--- src/rtl/tcc_pkg.sv ---
package tcc_pkg;

   typedef enum logic [1:0] {
      TRIG_OFF   = 2'd0,
      TRIG_TICK  = 2'd1,
      TRIG_EVENT = 2'd2,
      TRIG_RSVD  = 2'd3
   } trig_mode_e;

   typedef enum logic [1:0] {
      CMP_AT_MOST  = 2'd0,
      CMP_AT_LEAST = 2'd1,
      CMP_WINDOW   = 2'd2,
      CMP_RSVD     = 2'd3
   } cmp_mode_e;

endpackage

--- src/rtl/tcc_tick_divider.sv ---
module tcc_tick_divider
   import tcc_pkg::*;
#(
   parameter int PSW = 2
) (
   input  logic           clk,
   input  logic           rst_n,
   input  logic           lf_tick,
   input  logic [1:0]     trig_mode,
   input  logic [PSW-1:0] presc_code,
   output logic           tick_fire
);
   localparam int CNTW = (1 << PSW) - 1;
   localparam int CFGW = 2 + PSW;

   if (PSW < 1 || PSW > 3) begin : g_bad_psw
      $error("tcc_tick_divider: PSW must be 1..3");
   end

   logic [CFGW-1:0] cfg_q;
   logic [CNTW-1:0] cnt_q;
   logic [CNTW-1:0] cnt_lim;
   logic            cfg_changed;
   logic            tick_active;

   assign cfg_changed = ({trig_mode, presc_code} != cfg_q);
   assign tick_active = (trig_mode == TRIG_TICK) && lf_tick;
   assign cnt_lim     = CNTW'((1 << presc_code) - 1);
   assign tick_fire   = tick_active && !cfg_changed && (cnt_q == cnt_lim);

   always_ff @(posedge clk) begin
      if (!rst_n) begin
         cfg_q <= '0;
         cnt_q <= '0;
      end else begin
         cfg_q <= {trig_mode, presc_code};
         if (cfg_changed) begin
            cnt_q <= '0;
         end else if (tick_active) begin
            cnt_q <= (cnt_q == cnt_lim) ? '0 : cnt_q + 1'b1;
         end
      end
   end

   // A fire with a divider above one restarts the count, so the next cycle cannot fire
   AST_DIV_SPACING: assert property (@(posedge clk) disable iff (!rst_n)
      (tick_fire && presc_code != '0 && $stable(presc_code)) |=> !tick_fire);

endmodule

--- src/rtl/tcc_event_select.sv ---
module tcc_event_select
   import tcc_pkg::*;
#(
   parameter int NCH  = 8,
   parameter int SELW = $clog2(NCH)
) (
   input  logic            clk,
   input  logic            rst_n,
   input  logic [NCH-1:0]  evt_lines,
   input  logic [SELW-1:0] evt_sel,
   input  logic            evt_invert,
   input  logic            gate_en,
   input  logic [1:0]      trig_mode,
   output logic            evt_fire,
   output logic            count_gate
);
   if (NCH < 2) begin : g_bad_nch
      $error("tcc_event_select: NCH must be at least 2");
   end

   logic picked;
   logic lvl;
   logic lvl_q;

   if (NCH == (1 << SELW)) begin : g_full_mux
      assign picked = evt_lines[evt_sel];
   end else begin : g_part_mux
      assign picked = (int'(evt_sel) < NCH) ? evt_lines[evt_sel] : 1'b0;
   end

   assign lvl        = picked ^ evt_invert;
   assign evt_fire   = (trig_mode == TRIG_EVENT) && lvl && !lvl_q;
   assign count_gate = gate_en ? lvl : 1'b1;

   always_ff @(posedge clk) begin
      if (!rst_n) lvl_q <= 1'b0;
      else        lvl_q <= lvl;
   end

endmodule

--- src/rtl/tcc_compare.sv ---
module tcc_compare
   import tcc_pkg::*;
#(
   parameter int CW = 16
) (
   input  logic [CW-1:0] cnt_value,
   input  logic [CW-1:0] top_value,
   input  logic [1:0]    cmp_mode,
   output logic          cmp_hit
);
   localparam int HW = CW / 2;

   if (CW < 2 || (CW % 2) != 0) begin : g_bad_cw
      $error("tcc_compare: CW must be even and at least 2");
   end

   logic [CW-1:0] win_hi;
   logic [CW-1:0] win_lo;

   assign win_hi = {{(CW-HW){1'b0}}, top_value[CW-1:HW]};
   assign win_lo = {{(CW-HW){1'b0}}, top_value[HW-1:0]};

   always_comb begin
      unique case (cmp_mode)
         CMP_AT_MOST:  cmp_hit = (cnt_value <= top_value);
         CMP_AT_LEAST: cmp_hit = (cnt_value >= top_value);
         CMP_WINDOW:   cmp_hit = (cnt_value <= win_hi) && (cnt_value >= win_lo);
         default:      cmp_hit = 1'b0;
      endcase
   end

endmodule

--- src/rtl/tcc_unit.sv ---
module tcc_unit
   import tcc_pkg::*;
#(
   parameter int CW   = 16,
   parameter int NCH  = 8,
   parameter int SELW = $clog2(NCH),
   parameter int PSW  = 2
) (
   input  logic            clk,
   input  logic            rst_n,
   input  logic            lf_tick,
   input  logic [CW-1:0]   cnt_value,
   input  logic [CW-1:0]   top_value,
   input  logic [NCH-1:0]  evt_lines,
   input  logic [1:0]      trig_mode,
   input  logic [PSW-1:0]  presc_code,
   input  logic [1:0]      cmp_mode,
   input  logic [SELW-1:0] evt_sel,
   input  logic            evt_invert,
   input  logic            gate_en,
   output logic            match_pulse,
   output logic            clear_req,
   output logic            count_gate
);
   localparam int HW = CW / 2;

   logic tick_fire;
   logic evt_fire;
   logic any_fire;
   logic cmp_hit;

   tcc_tick_divider #(.PSW(PSW)) u_div (
      .clk        (clk),
      .rst_n      (rst_n),
      .lf_tick    (lf_tick),
      .trig_mode  (trig_mode),
      .presc_code (presc_code),
      .tick_fire  (tick_fire)
   );

   tcc_event_select #(.NCH(NCH), .SELW(SELW)) u_evt (
      .clk        (clk),
      .rst_n      (rst_n),
      .evt_lines  (evt_lines),
      .evt_sel    (evt_sel),
      .evt_invert (evt_invert),
      .gate_en    (gate_en),
      .trig_mode  (trig_mode),
      .evt_fire   (evt_fire),
      .count_gate (count_gate)
   );

   tcc_compare #(.CW(CW)) u_cmp (
      .cnt_value (cnt_value),
      .top_value (top_value),
      .cmp_mode  (cmp_mode),
      .cmp_hit   (cmp_hit)
   );

   assign any_fire = tick_fire | evt_fire;

   always_ff @(posedge clk) begin
      if (!rst_n) begin
         match_pulse <= 1'b0;
         clear_req   <= 1'b0;
      end else begin
         match_pulse <= any_fire & cmp_hit;
         clear_req   <= any_fire & cmp_hit;
      end
   end

   AST_PULSE_AFTER_FIRE: assert property (@(posedge clk) disable iff (!rst_n)
      match_pulse |-> $past(any_fire));
   AST_CLEAR_NEEDS_HIT: assert property (@(posedge clk) disable iff (!rst_n)
      clear_req |-> $past(cmp_hit));
   AST_IDLE_NO_MATCH: assert property (@(posedge clk) disable iff (!rst_n)
      (trig_mode == TRIG_OFF || trig_mode == TRIG_RSVD) |=> !match_pulse);
   AST_RSVD_CMP: assert property (@(posedge clk) disable iff (!rst_n)
      (cmp_mode == CMP_RSVD) |=> !clear_req);
   AST_WINDOW_BOUNDS: assert property (@(posedge clk) disable iff (!rst_n)
      (match_pulse && $past(cmp_mode) == CMP_WINDOW) |->
      ($past(cnt_value) <= CW'($past(top_value[CW-1:HW])) &&
       $past(cnt_value) >= CW'($past(top_value[HW-1:0]))));

endmodule

--- config.mk ---
export PLATFORM = sky130hd
export DESIGN_NAME = tcc_unit
export DESIGN_NICKNAME = d
export VERILOG_FILES = /design/src/rtl/tcc_pkg.sv /design/src/rtl/tcc_tick_divider.sv /design/src/rtl/tcc_event_select.sv /design/src/rtl/tcc_compare.sv /design/src/rtl/tcc_unit.sv
export SDC_FILE = /design/constraint.sdc
export NUM_CORES = 1
export LEC_CHECK = 0
export CAP_MARGIN = 20
export CORE_AREA = 2 2 56 58
export CTS_BUF_LIST = sky130_fd_sc_hd__clkbuf_4
export CTS_CLUSTER_DIAMETER = 80
export CTS_CLUSTER_SIZE = 25
export DETAILED_ROUTE_END_ITERATION = 6
export DIE_AREA = 0 0 58 60
export PLACE_DENSITY = 0.85
export SETUP_SLACK_MARGIN = 0.3
export SLEW_MARGIN = 30
export SYNTH_ARGS = -nofsm -noshare
export SYNTH_HDL_FRONTEND = slang
export SYNTH_SLANG_ARGS = --single-unit
--- constraint.sdc ---
create_clock -name clk -period 2.4 [get_ports clk]
set_input_delay 0.24 -clock clk [delete_from_list [all_inputs] [get_ports clk]]
set_output_delay 0.24 -clock clk [all_outputs]
set_load 0.01 [all_outputs]
==> impl_metrics.yaml <==
run_status:
  status: "complete, no violations"
synth:
  synth_nets: 209
  synth_top_area_frac: 0.286
  yosysMostFrequentCell: "ha_1"
  yosysWarnings: 0
  syn_area_mm2: 0.00109
  synth_area_leader_cell: "ha_1"
  synth_area_leaders: "ha_1 (29%), dfxtp_1 (16%), inv_1 (6.5%)"
  synthCells: 130
  avgSynthCellArea_um2: 8.40
  synth-seq-cells: 9
  yosys-top-cells-count: "ha_1 (25), inv_1 (19), dfxtp_1 (9)"
  ys_types: 35
  synthArstFlopShare: 0
  synth_edf_count: 0
  synth_ff_type: "dfxtp_1"
  ys_seq_area_frac: 0.165
timing:
  min_period_ns: 2.05
  rsz0062_at_grt: "true"
  final-max-slew-violation-count: 0
  tightest_slew_ns: 0.404
  skew_ns: 0.00274
  max_freq_mhz: 488
  finalWorstSetupSlack_ns: 0.349
  slew_headroom: 0.728
  finalSetupViolations: 0
  worst_hold_slack_ns: 0.563
  hold_violations: 0
  timing.final.crit_share: 0.855
  fin_setup_tns_ns: 0
grt:
  grt_pass1_wl_um: 4800
  gr-total-overflow: 0
  grt_max_degree: 7
  grt_usage: 0.175
  grt_pass1_vias: 1223
  antenna_found_initial: 0
setup_path:
  end_kind: "flip-flop"
  worstPathRequired_ns: 2.54
  cp.arrival_ns: 2.19
  crit_type: "in2reg"
  startpoint_type: "input port"
  cp_max_fo: 2
routing:
  ant_nets: 0
  first_iter_violations: 20
  drt-pass1-iter-count: 4
  routedWlPerCell_um: 12.1
  routed_wl_um: 2770
  drc: 0
  viasPerCell: 5.11
  num_vias: 1171
pwr:
  p_leak_nw: 0.848
  power.density_mw_per_mm2: 293
  ir_drop_mv: 0.308
cts:
  clk_latency_ns: 0.26
  clk_pin_slew_ns: 0.06
  cts_max_level: 1
  cts-root-buf: "clkbuf_4"
  ctsHoldBuffers: 0
  cts_tree: "yes"
  cts_made_buffers: 3
  clockBufferDepth: 2
  cts_sinks: 9
floorplan:
  die-area_mm2: 0.00348
  die_w_um: 58
  row_count: 20
  die_y_um: 60
  initial_core_util: 0.376
  core_area_mm2: 0.00290
  ios: 57
layout:
  n_antenna_cell: 0
  area_delta_synth_final_pct: 64.8
  nets: 276
  num-fill-cells: 261
  drive_above_1_share: 0.107
worst_hold_path:
  hp-class: "reg2reg"
flow_run:
  drv_cap: 0
place:
  portBuffers: 56
  place_ws_ns: -0.151
  dp_hpwl_um: 2450
  place.gp.congestion: 0.801
==> final cells by class <==
type / instances / area [um2] / share of cell area
Tap cell: 33 / 41.3 / 0.0229
Timing Repair Buffer: 63 / 617 / 0.343
Sequential cell: 9 / 180 / 0.100
Inverter: 19 / 71.3 / 0.0396
Multi-Input combinational cell: 101 / 861 / 0.478
Clock buffer: 4 / 30.0 / 0.0167
==> worst paths after layout <==
check	slack, ns	to	cells after the start	start
worst min-delay path	0.56	u_div.cnt_q[2]$_SDFFE_PP0P_	2	u_div.cnt_q[2]$_SDFFE_PP0P_
worst max-delay path	0.35	clear_req$_SDFF_PN0_	8	cnt_value[8]
worst max register to register	1.09	u_div.cnt_q[1]$_SDFFE_PP0P_	6	u_div.cnt_q[1]$_SDFFE_PP0P_
worst min register to register	0.56	u_div.cnt_q[2]$_SDFFE_PP0P_	2	u_div.cnt_q[2]$_SDFFE_PP0P_
==> where the power goes <==
part | switching (mW) | internal (mW)
sequential | 0.00217 | 0.155
combinational | 0.0927 | 0.152
clock | 0.0495 | 0.0751
total | 0.144 | 0.383
==> flip-flops by register name (all words and copies together) (netlist names) <==
name	flops
u_div.cnt_q	3
u_div.cfg_q	4
u_evt.lvl_q	1
clear_req	1
==> cells by family (layout without fill, tap and decap cells) <==
logic type,count (synthesis),after routing,synth area share
and+or+nand+nor,39,39,0.199
adders and majority gates,25,25,0.286
AOI/OAI and AO/OA,25,25,0.154
buffers and inverters,20,86,0.0722
DFF,9,9,0.165
xor gates and xnor gates,8,8,0.0641
muxes,4,4,0.0596
==> layout by cell type, fill, tap and decap left out, types with 3 or more instances in the layout <==
master and instances:
clkdlybuf4s50_1 47, ha_1 23, inv_1 16, dfxtp_1 9
a21oi_1 8, nand2_1 7, buf_4 7, nor2_1 6
and2_1 5, nand4_1 5, dlymetal6s2s_1 5, xnor2_1 4
xor2_1 4, nor4_1 4, clkbuf_4 4, inv_2 3
o21ai_0 3, nor2b_1 3, dlygate4sd2_1 3
==> per-stage QoR <==
step,util,instance area [um2],instances,total power [mW]
detailed placement,0.597,1730,224,0.399
CTS,0.616,1790,229,0.532
finish,0.620,1800,229,0.527
global route,0.620,1800,229,0.569
floorplan,-,1090,130,0.263
global placement,0.597,1730,224,0.392
==> routing by layer <==
layer	GRT usage	wire length, um	share of wire	vias up
met5	0	0	0	-
met4	0.0199	0	0	0
met3	0.0325	121	0.044	0
met2	0.364	1530	0.55	36
met1	0.185	1130	0.41	531
li1	-	-	-	604
==> timing repair <==
| item | in CTS | in global routing |
|---|---|---|
| endpoints found under the setup margin | 2 | 2 |
| setup buffers | 1 | 0 |
| resized for setup | 7 | 10 |
| pin swaps | 5 | 5 |
==> critical path, stage by stage <==
cell,delay (ns)
clkdlybuf4s50_1,0.44
ha_1,0.21
a21o_1,0.15
a221o_1,0.31
a221o_1,0.36
o31a_1,0.24
o21bai_1,0.14
a31oi_1,0.09
Power figures use the tool's default switching activity.
